--- src/rtl/gsr_pkg.sv ---
package gsr_pkg;

  localparam logic [1:0] PRIV_U = 2'd0;
  localparam logic [1:0] PRIV_S = 2'd1;

  localparam logic [1:0] EXT_DIRTY = 2'd3;
  localparam logic [1:0] UXL_32 = 2'd1;
  localparam logic [1:0] UXL_64 = 2'd2;

  // bit positions that software decodes
  localparam int POS_SIE  = 1;
  localparam int POS_SPIE = 5;
  localparam int POS_UBE  = 6;
  localparam int POS_SPP  = 8;
  localparam int POS_VS   = 9;
  localparam int POS_FS   = 13;
  localparam int POS_XS   = 15;
  localparam int POS_SUM  = 18;
  localparam int POS_MXR  = 19;
  localparam int POS_UXL  = 32;

  typedef struct packed {
    logic       sie;
    logic       spie;
    logic       ube;
    logic       spp;
    logic [1:0] vs;
    logic [1:0] fs;
    logic [1:0] xs;
    logic       sum;
    logic       mxr;
    logic [1:0] uxl;
  } gsrFields_t;

  typedef struct packed {
    logic wrEn;
    logic trapEn;
    logic sretEn;
    logic fromSuper;
  } gsrStrobe_t;

endpackage

--- src/rtl/gsr_ctl.sv ---
module gsr_ctl
  import gsr_pkg::*;
#(
  parameter int          ADDR_W     = 12,
  parameter logic [11:0] OWN_ADDR   = 12'h200,
  parameter logic [11:0] ALIAS_ADDR = 12'h100
) (
  input  logic              csrEn,
  input  logic              csrWe,
  input  logic [ADDR_W-1:0] csrAddr,
  input  logic              virtMode,
  input  logic [1:0]        privLevel,
  input  logic              trapEnter,
  input  logic              sretExec,
  output gsrStrobe_t        strb,
  output logic              accHit,
  output logic              accFault
);

  logic selOwn, selAlias, isUser;

  always_comb begin
    selOwn   = csrEn && (csrAddr == OWN_ADDR[ADDR_W-1:0]);
    selAlias = csrEn && (csrAddr == ALIAS_ADDR[ADDR_W-1:0]);
    isUser   = (privLevel == PRIV_U);

    // own address: only hypervisor/machine software outside a guest
    // alias address: only while a guest runs, at guest supervisor
    accHit   = (selOwn && !virtMode && !isUser) ||
               (selAlias && virtMode && !isUser);
    accFault = (selOwn && (virtMode || isUser)) ||
               (selAlias && virtMode && isUser);

    strb.trapEn    = trapEnter;
    strb.sretEn    = sretExec && !trapEnter;
    strb.wrEn      = accHit && csrWe && !trapEnter && !sretExec;
    strb.fromSuper = (privLevel == PRIV_S);
  end

endmodule

--- src/rtl/gsr_dp.sv ---
module gsr_dp
  import gsr_pkg::*;
#(
  parameter int XLEN = 64
) (
  input  logic            clk,
  input  logic            rst_n,
  input  gsrStrobe_t      strb,
  input  logic [XLEN-1:0] wdata,
  output gsrFields_t      cur,
  output logic [XLEN-1:0] rdImg
);

  localparam bit         HAS_UXL   = (XLEN == 64);
  localparam logic [1:0] UXL_RESET = HAS_UXL ? UXL_64 : 2'd0;

  gsrFields_t nxt;
  logic       anyDirty;
  logic [1:0] uxlWr;
  logic       uxlLegal;
  logic [31:0] lowImg;

  generate
    if (HAS_UXL) begin : g_uxl
      assign uxlWr = wdata[POS_UXL+1:POS_UXL];
    end else begin : g_nouxl
      assign uxlWr = 2'd0;
    end
  endgenerate

  always_comb begin
    uxlLegal = HAS_UXL && ((uxlWr == UXL_32) || (uxlWr == UXL_64));
    nxt = cur;
    if (strb.trapEn) begin
      nxt.spie = cur.sie;
      nxt.sie  = 1'b0;
      nxt.spp  = strb.fromSuper;
    end else if (strb.sretEn) begin
      nxt.sie  = cur.spie;
      nxt.spie = 1'b1;
      nxt.spp  = 1'b0;
    end else if (strb.wrEn) begin
      nxt.sie  = wdata[POS_SIE];
      nxt.spie = wdata[POS_SPIE];
      nxt.ube  = wdata[POS_UBE];
      nxt.spp  = wdata[POS_SPP];
      nxt.vs   = wdata[POS_VS+1:POS_VS];
      nxt.fs   = wdata[POS_FS+1:POS_FS];
      nxt.xs   = wdata[POS_XS+1:POS_XS];
      nxt.sum  = wdata[POS_SUM];
      nxt.mxr  = wdata[POS_MXR];
      if (uxlLegal) nxt.uxl = uxlWr;
    end
  end

  always_ff @(posedge clk) begin
    if (!rst_n) begin
      cur     <= '0;
      cur.uxl <= UXL_RESET;
    end else begin
      cur <= nxt;
    end
  end

  always_comb begin
    anyDirty = (cur.fs == EXT_DIRTY) || (cur.vs == EXT_DIRTY) ||
               (cur.xs == EXT_DIRTY);
    lowImg = '0;
    lowImg[POS_SIE]            = cur.sie;
    lowImg[POS_SPIE]           = cur.spie;
    lowImg[POS_UBE]            = cur.ube;
    lowImg[POS_SPP]            = cur.spp;
    lowImg[POS_VS+1:POS_VS]    = cur.vs;
    lowImg[POS_FS+1:POS_FS]    = cur.fs;
    lowImg[POS_XS+1:POS_XS]    = cur.xs;
    lowImg[POS_SUM]            = cur.sum;
    lowImg[POS_MXR]            = cur.mxr;
  end

  generate
    if (HAS_UXL) begin : g_img64
      always_comb begin
        rdImg = '0;
        rdImg[31:0]              = lowImg;
        rdImg[POS_UXL+1:POS_UXL] = cur.uxl;
        rdImg[XLEN-1]            = anyDirty;
      end
    end else begin : g_img32
      always_comb begin
        rdImg = lowImg[XLEN-1:0];
        rdImg[XLEN-1] = anyDirty;
      end
    end
  endgenerate

endmodule

--- src/rtl/guest_status_reg.sv ---
module guest_status_reg
  import gsr_pkg::*;
#(
  parameter int          XLEN       = 64,
  parameter int          ADDR_W     = 12,
  parameter logic [11:0] OWN_ADDR   = 12'h200,
  parameter logic [11:0] ALIAS_ADDR = 12'h100
) (
  input  logic              clk,
  input  logic              rst_n,
  input  logic              csrEn,
  input  logic              csrWe,
  input  logic [ADDR_W-1:0] csrAddr,
  input  logic [XLEN-1:0]   csrWdata,
  output logic [XLEN-1:0]   csrRdata,
  output logic              accHit,
  output logic              accFault,
  input  logic              virtMode,
  input  logic [1:0]        privLevel,
  input  logic              trapEnter,
  input  logic              sretExec,
  output logic              sieOut,
  output logic              spieOut,
  output logic              sppOut,
  output logic              ubeOut,
  output logic              sumOut,
  output logic              mxrOut,
  output logic [1:0]        fsOut,
  output logic [1:0]        vsOut,
  output logic [1:0]        xsOut,
  output logic [1:0]        uxlOut
);

  gsrStrobe_t      strb;
  gsrFields_t      cur;
  logic [XLEN-1:0] rdImg;

  gsr_ctl #(
    .ADDR_W(ADDR_W), .OWN_ADDR(OWN_ADDR), .ALIAS_ADDR(ALIAS_ADDR)
  ) ctl_i (
    .csrEn(csrEn), .csrWe(csrWe), .csrAddr(csrAddr),
    .virtMode(virtMode), .privLevel(privLevel),
    .trapEnter(trapEnter), .sretExec(sretExec),
    .strb(strb), .accHit(accHit), .accFault(accFault)
  );

  gsr_dp #(.XLEN(XLEN)) dp_i (
    .clk(clk), .rst_n(rst_n), .strb(strb), .wdata(csrWdata),
    .cur(cur), .rdImg(rdImg)
  );

  assign csrRdata = accHit ? rdImg : '0;
  assign sieOut   = cur.sie;
  assign spieOut  = cur.spie;
  assign sppOut   = cur.spp;
  assign ubeOut   = cur.ube;
  assign sumOut   = cur.sum;
  assign mxrOut   = cur.mxr;
  assign fsOut    = cur.fs;
  assign vsOut    = cur.vs;
  assign xsOut    = cur.xs;
  assign uxlOut   = cur.uxl;

endmodule

--- config.mk ---
export PLATFORM = sky130hd
export DESIGN_NAME = guest_status_reg
export DESIGN_NICKNAME = d
export VERILOG_FILES = /design/src/rtl/gsr_pkg.sv /design/src/rtl/gsr_ctl.sv /design/src/rtl/gsr_dp.sv /design/src/rtl/guest_status_reg.sv
export SDC_FILE = /design/constraint.sdc
export NUM_CORES = 1
export LEC_CHECK = 0
export ABC_AREA = 1
export BUFFER_PORTS_ARGS = -buffer_cell sky130_fd_sc_hd__buf_2
export CORE_MARGIN = 10
export CORE_UTILIZATION = 31
export DETAILED_ROUTE_END_ITERATION = 10
export HOLD_SLACK_MARGIN = 0.08
export PLACE_DENSITY = 0.87
export SETUP_SLACK_MARGIN = 0.1
export SLEW_MARGIN = 20
export SYNTH_ARGS = -nofsm -noshare
export SYNTH_HDL_FRONTEND = slang
export SYNTH_SLANG_ARGS = --single-unit
--- constraint.sdc ---
create_clock -name clk -period 1.3 [get_ports clk]
set_input_delay 0.195 -clock clk [delete_from_list [all_inputs] [get_ports clk]]
set_output_delay 0.195 -clock clk [all_outputs]
set_load 0.05 [all_outputs]
==> impl_metrics.json, run 1 <==
{
  "yosysWarnings": 0,
  "grt_pass1_vias": 1442,
  "cts_root_buf": "clkbuf_8",
  "avgRoutedWirePerCell_um": 14.12,
  "grt_max_degree": 16,
  "io_pins": 165,
  "power_mw": 1.382,
  "drive_gt1_share_pct": 50.75,
  "portBuffers": 65,
  "fin_crit_sh_pct": 116.1,
  "syn_to_final_growth_pct": 64.66,
  "finClkSkew_ns": 0.0002515,
  "rsz0062_at_grt": "yes",
  "max_cap_viol_count": 0,
  "p_per_area_nw_per_um2": 685.3,
  "reg_top3": "dp_i.cur (14)",
  "hold_class": "in2reg",
  "gr-usage-all-layers_pct": 11.69,
  "layout_setup_ws_ns": -0.2094,
  "p_leak_nw": 0.9163,
  "vias_per_cell": 4.185,
  "syn_area_per_cell_um2": 6.481,
  "critPathKind": "in2out",
  "ant_nets": 0,
  "ir_worst_vdd_mv": 0.3266,
  "status": "finished, violations left",
  "antenna_found_initial": 0,
  "clk_latency_ns": 0.25,
  "num_rows": 22,
  "synth_top_family_by_area": "buffers and inverters",
  "violations": "negative setup slack",
  "arrival_ns": 1.31,
  "cp_data_required_time_ns": 1.11,
  "clock.fmax_ghz": 0.6625,
  "synth_cell_types": 23,
  "place_congestion": 0.7807,
  "dr.first_iter.drc_count": 43,
  "drt_first_pass_iters": 4,
  "cp-start-kind": "input pin",
  "hpwl_mm": 3.252,
  "slew_violations": 0,
  "largest_reg_flops": 14,
  "muxShareOfSynthArea_pct": 0,
  "finalNetCount": 352,
  "hold_buffers": 0,
  "syn_area_um2": 1225,
  "yosys_register_bits": 14,
  "syn_inst": 189,
  "drcViolationCount": 0,
  "clk_pin_slew_ns": 0.06,
  "layout_common_cells": "conb_1, buf_2, inv_1",
  "numCtsBuffers": 3,
  "finalCriticalPeriod_ns": 1.509,
  "synth_simple_gate_area_share_pct": 26.15,
  "hold_violations": 0,
  "setup-violations-final": 31,
  "dpl-instance-area_um2": 1577,
  "path_max_fanout": 15,
  "layout_commonest_cell": "conb_1",
  "htreeDepth": 1,
  "die_w_um": 82.86,
  "insertedDiodeCount": 0,
  "final_area_um2": 2017,
  "cts_buffer_depth": 2,
  "synthAdderAreaFrac_pct": 0,
  "grt_first_pass_wirelength_mm": 6.837,
  "cts_tree": "built",
  "cp-end-kind": "output pin",
  "synthXorXnorAreaFrac_pct": 0,
  "die-height_um": 82.86,
  "grt_remaining_overflow": 0,
  "start_util_pct": 32.72,
  "die-area_um2": 6866,
  "route.vias.total": 1314,
  "final_util_pct": 53.88,
  "fillCellCount": 377,
  "top_register": "dp_i.cur",
  "synth-seq-area-share_pct": 22.88,
  "wl_mm": 4.434,
  "clkSinkCount": 14,
  "coreArea_um2": 3744,
  "synth_compound_area_share_pct": 11.24
}
logic make-up after synthesis:
| logic type | Yosys count |
|---|---|
| other | 1 |
| flip-flops | 14 |
| AND/OR/NAND/NOR | 72 |
| AO/OA/AOI/OAI | 26 |
| buffers and inverters | 76 |
critical path, cell delays in order:
cell and delay (ns):
buf_6 0.09, or2_4 0.27, nor2_4 0.10, nand3_2 0.10, nand2_4 0.12, inv_8 0.10, a31oi_4 0.16, buf_6 0.18
synthesized netlist by cell type, drive strengths merged:
| cell type | number | area, um^2 |
|---|---|---|
| a21boi | 1 | 7.510 |
| a21oi | 14 | 70.07 |
| a22o | 1 | 8.760 |
| a31oi | 1 | 6.260 |
| buf | 53 | 396.6 |
| clkbuf | 1 | 3.750 |
| conb | 1 | 3.750 |
| dfxtp | 14 | 280.3 |
| inv | 22 | 82.58 |
| nand2 | 18 | 82.58 |
| nand3 | 10 | 55.05 |
| nand4 | 1 | 6.260 |
| nor2 | 42 | 170.2 |
| o21ai | 9 | 45.04 |
| or2 | 1 | 6.260 |
where the power goes:
part	leakage (nW)	internal [mW]	switching [mW]
clock	0.0288	0.268	0.161
sequential	0.113	0.434	0.00331
combinational	0.774	0.0883	0.427
through the flow:
stage,hold WS (ns),setup TNS (ns),setup WS (ns),std cells
5_1_grt,0.1937,-4.694,-0.2466,314
6_report,0.1922,-3.212,-0.2094,314
2_1_floorplan,0.3307,-3.089,-0.2178,237
3_3_place_gp,0.4309,-6.770,-0.3221,304
4_1_cts,0.1784,-3.696,-0.2363,314
3_5_place_dp,0.4396,-7.558,-0.3571,304
layout make-up:
class / count / area [um^2] / share of cell area [%]
flip-flops and latches: 14 / 280.3 / 13.90
multi-input cells: 148 / 913.4 / 45.29
inverters: 22 / 90.09 / 4.467
repair buffers: 78 / 618.1 / 30.65
well taps: 48 / 60.06 / 2.978
clock buffers: 4 / 55.05 / 2.730
final timing paths:
path                                   start      endpoint  slack [ns]  cells after the start
worst min-delay path            csrWdata[15]   dp_i.cur[4]        0.19                      3
worst max register to register  dp_i.cur[13]  dp_i.cur[12]        0.52                      4
worst max-delay path             csrAddr[11]  csrRdata[63]       -0.21                      8
worst min register to register   dp_i.cur[0]   dp_i.cur[0]        0.48                      2
per-layer routing:
metal | share of wire (%) | vias to the layer above | GRT usage [%]
li1 | - | 639 | -
met1 | 37 | 601 | 11.60
met2 | 55 | 68 | 22.35
met3 | 6.2 | 6 | 3.027
met4 | 1.4 | 0 | 4.462
met5 | 0 | - | 0
what timing repair did:
item | 4_1_cts | 5_1_grt
resized for setup | 57 | 28
endpoints found under the setup margin | 28 | 31
buffers inserted | 4 | 0
pin swaps | 2 | 5
gates cloned | 2 | 0
(Power assumes the default switching activity.)
==> inputs of run 2 (changes only) <==
- SETUP_SLACK_MARGIN: 0.1 -> 0.05
==> impl_metrics.json, run 2 (synthesis gave the netlist of run 1 again) <==
{
  "die-height_um": 82.86,
  "combPwrFrac_pct": 37.2,
  "place_congestion": 0.7813,
  "clkSinkCount": 14,
  "dr.first_iter.drc_count": 59,
  "finalNetCount": 357,
  "portBuffers": 65,
  "io_pins": 165,
  "setup-violations-final": 30,
  "cts_tree": "built",
  "max_cap_viol_count": 0,
  "violations": "negative setup slack",
  "fillCellCount": 362,
  "pwr-share-seq_pct": 32.0,
  "num_rows": 22,
  "syn_to_final_growth_pct": 65.47,
  "timing.rr.start": "dp_i.cur[13]",
  "reg_top3": "dp_i.cur (14)",
  "hold_violations": 0,
  "final_util_pct": 54.14,
  "grt_remaining_overflow": 0,
  "drcViolationCount": 0,
  "drt_first_pass_iters": 4,
  "numCtsBuffers": 3,
  "die_w_um": 82.86,
  "rsz0062_at_grt": "yes",
  "path_cells": "buf_6 > or2_4 > nor2_4 > nand3_2 > nand2_4 > clkinv_8 > a31oi_4 > buf_6",
  "hpwl_mm": 3.239,
  "clk_latency_ns": 0.24,
  "hold_start": "csrWdata[9]",
  "dpl-instance-area_um2": 1584,
  "layout_common_cells": "conb_1, buf_2, inv_1",
  "switching_share_pct": 42.47,
  "p_leak_nw": 0.9378,
  "cp-start-kind": "input pin",
  "r2r-end": "dp_i.cur[12]",
  "net-switching-power_mw": 0.5818,
  "holdPathStages": 3,
  "reg2regPathDepth": 4,
  "die-area_um2": 6866,
  "layout_setup_ws_ns": -0.2088,
  "path_max_fanout": 8,
  "cp_slowest_cell": "or2_4",
  "cp_data_required_time_ns": 1.11,
  "cp-end-kind": "output pin",
  "drive_gt1_share_pct": 49.08,
  "ant_nets": 0,
  "insertedDiodeCount": 0,
  "cpMostUsedCell": "buf_6",
  "vias_per_cell": 4.176,
  "hold_class": "in2reg",
  "p_per_area_nw_per_um2": 675.9,
  "start_util_pct": 32.72,
  "status": "finished, violations left",
  "power_frac_clock_pct": 30.8,
  "ir_worst_vdd_mv": 0.2586,
  "cts_buffer_depth": 2,
  "grt_first_pass_wirelength_mm": 6.327,
  "critPathKind": "in2out",
  "cpPeakStageDelay_ns": 0.26,
  "power_mw": 1.370,
  "finClkSkew_ns": 0.000005163,
  "htreeDepth": 1,
  "arrival_ns": 1.31,
  "largest_reg_flops": 14,
  "route.vias.total": 1332,
  "cts_root_buf": "clkbuf_8",
  "r2r_slack_ns": 0.51,
  "final_area_um2": 2027,
  "grt_pass1_vias": 1373,
  "layout_commonest_cell": "conb_1",
  "clk_pin_slew_ns": 0.06,
  "clock.fmax_ghz": 0.6628,
  "gr-usage-all-layers_pct": 10.54,
  "hold_end": "dp_i.cur[8]",
  "wl_mm": 4.400,
  "top_register": "dp_i.cur",
  "finalCriticalPeriod_ns": 1.509,
  "grt_max_degree": 16,
  "coreArea_um2": 3744,
  "antenna_found_initial": 0,
  "avgRoutedWirePerCell_um": 13.79,
  "slew_violations": 0,
  "fin_crit_sh_pct": 116.1,
  "cellInternalPower_mw": 0.7881
}
-- run 2: cell types whose count changed in the layout (fill, tap and decap cells not counted), moves of 2 or more --
cell / before / now
a21oi_1: 9 / 11
a21oi_2: 4 / 2
buf_4: 8 / 14
buf_6: 16 / 11
buf_8: 7 / 10
nand3_1: 4 / 7
nand3_2: 5 / 3
-- run 2: area by class of cell --
class / instances / area (um^2) / share of cell area (%)
Timing Repair inverter: 1 / 11.26 / 0.5556
Timing Repair Buffer: 82 / 644.4 / 31.79
Inverter: 22 / 95.09 / 4.691
Clock buffer: 4 / 55.05 / 2.716
Tap cell: 48 / 60.06 / 2.963
Sequential cell: 14 / 280.3 / 13.83
Multi-Input combinational cell: 148 / 880.8 / 43.46
-- run 2: metal layers --
layer / global-route usage [%] / wire length [um] / vias to the layer above / part of all wire [%]
li1: - / - / 649 / -
met1: 10.89 / 1589 / 610 / 36
met2: 19.83 / 2470 / 71 / 56
met3: 2.930 / 313 / 2 / 7.1
met4: 3.231 / 27 / 0 / 0.61
met5: 0 / 0 / - / 0
-- run 2: timing repair --
| action | CTS | global route |
|---|---|---|
| cloned | 0 | 2 |
| pin swaps | 3 | 6 |
| gates resized for setup | 33 | 46 |
| setup buffers | 1 | 8 |
| hold buffers | 0 | 0 |
| setup endpoints to repair | 28 | 31 |
| hold endpoints to repair | 0 | 0 |
-- run 2: worst max path at each step --
stage                           start           end  slack [ns]  cells after the start
after detailed placement  csrAddr[11]  csrRdata[63]       -0.33                      8
after CTS                 csrAddr[11]  csrRdata[63]       -0.22                      8
final                     csrAddr[11]  csrRdata[63]       -0.21                      8
after global routing      csrAddr[11]  csrRdata[63]       -0.26                      8
after global placement    csrAddr[11]  csrRdata[63]       -0.32                      8
after floorplan           csrAddr[11]  csrRdata[10]       -0.22                      7
-- run 2: power by group through the flow --
stage          combinational (mW)  sequential (mW)  clock (mW)
4_1_cts                     0.461            0.438       0.430
5_1_grt                     0.535            0.439       0.460
3_3_place_gp                0.457            0.447           0
2_1_floorplan               0.480            0.464           0
3_5_place_dp                0.461            0.447           0
6_report                    0.510            0.438       0.422
-- run 2: stage by stage --
stage                     std cells  hold WS (ns)  setup slack (ns)  setup TNS, ns
after floorplan                 237        0.3307           -0.2178         -3.089
after global placement          304        0.4294           -0.3241         -7.167
after detailed placement        304        0.4389           -0.3328         -7.580
after CTS                       309        0.1867           -0.2170         -2.684
after global routing            319        0.1926           -0.2633         -5.218
final                           319        0.1883           -0.2088         -3.750
-- run 2: worst max-delay path: cells and delay by family --
family	cells	cell delay, ns
buf+inv	3	0.37
simple gates	4	0.59
compound gates	1	0.15
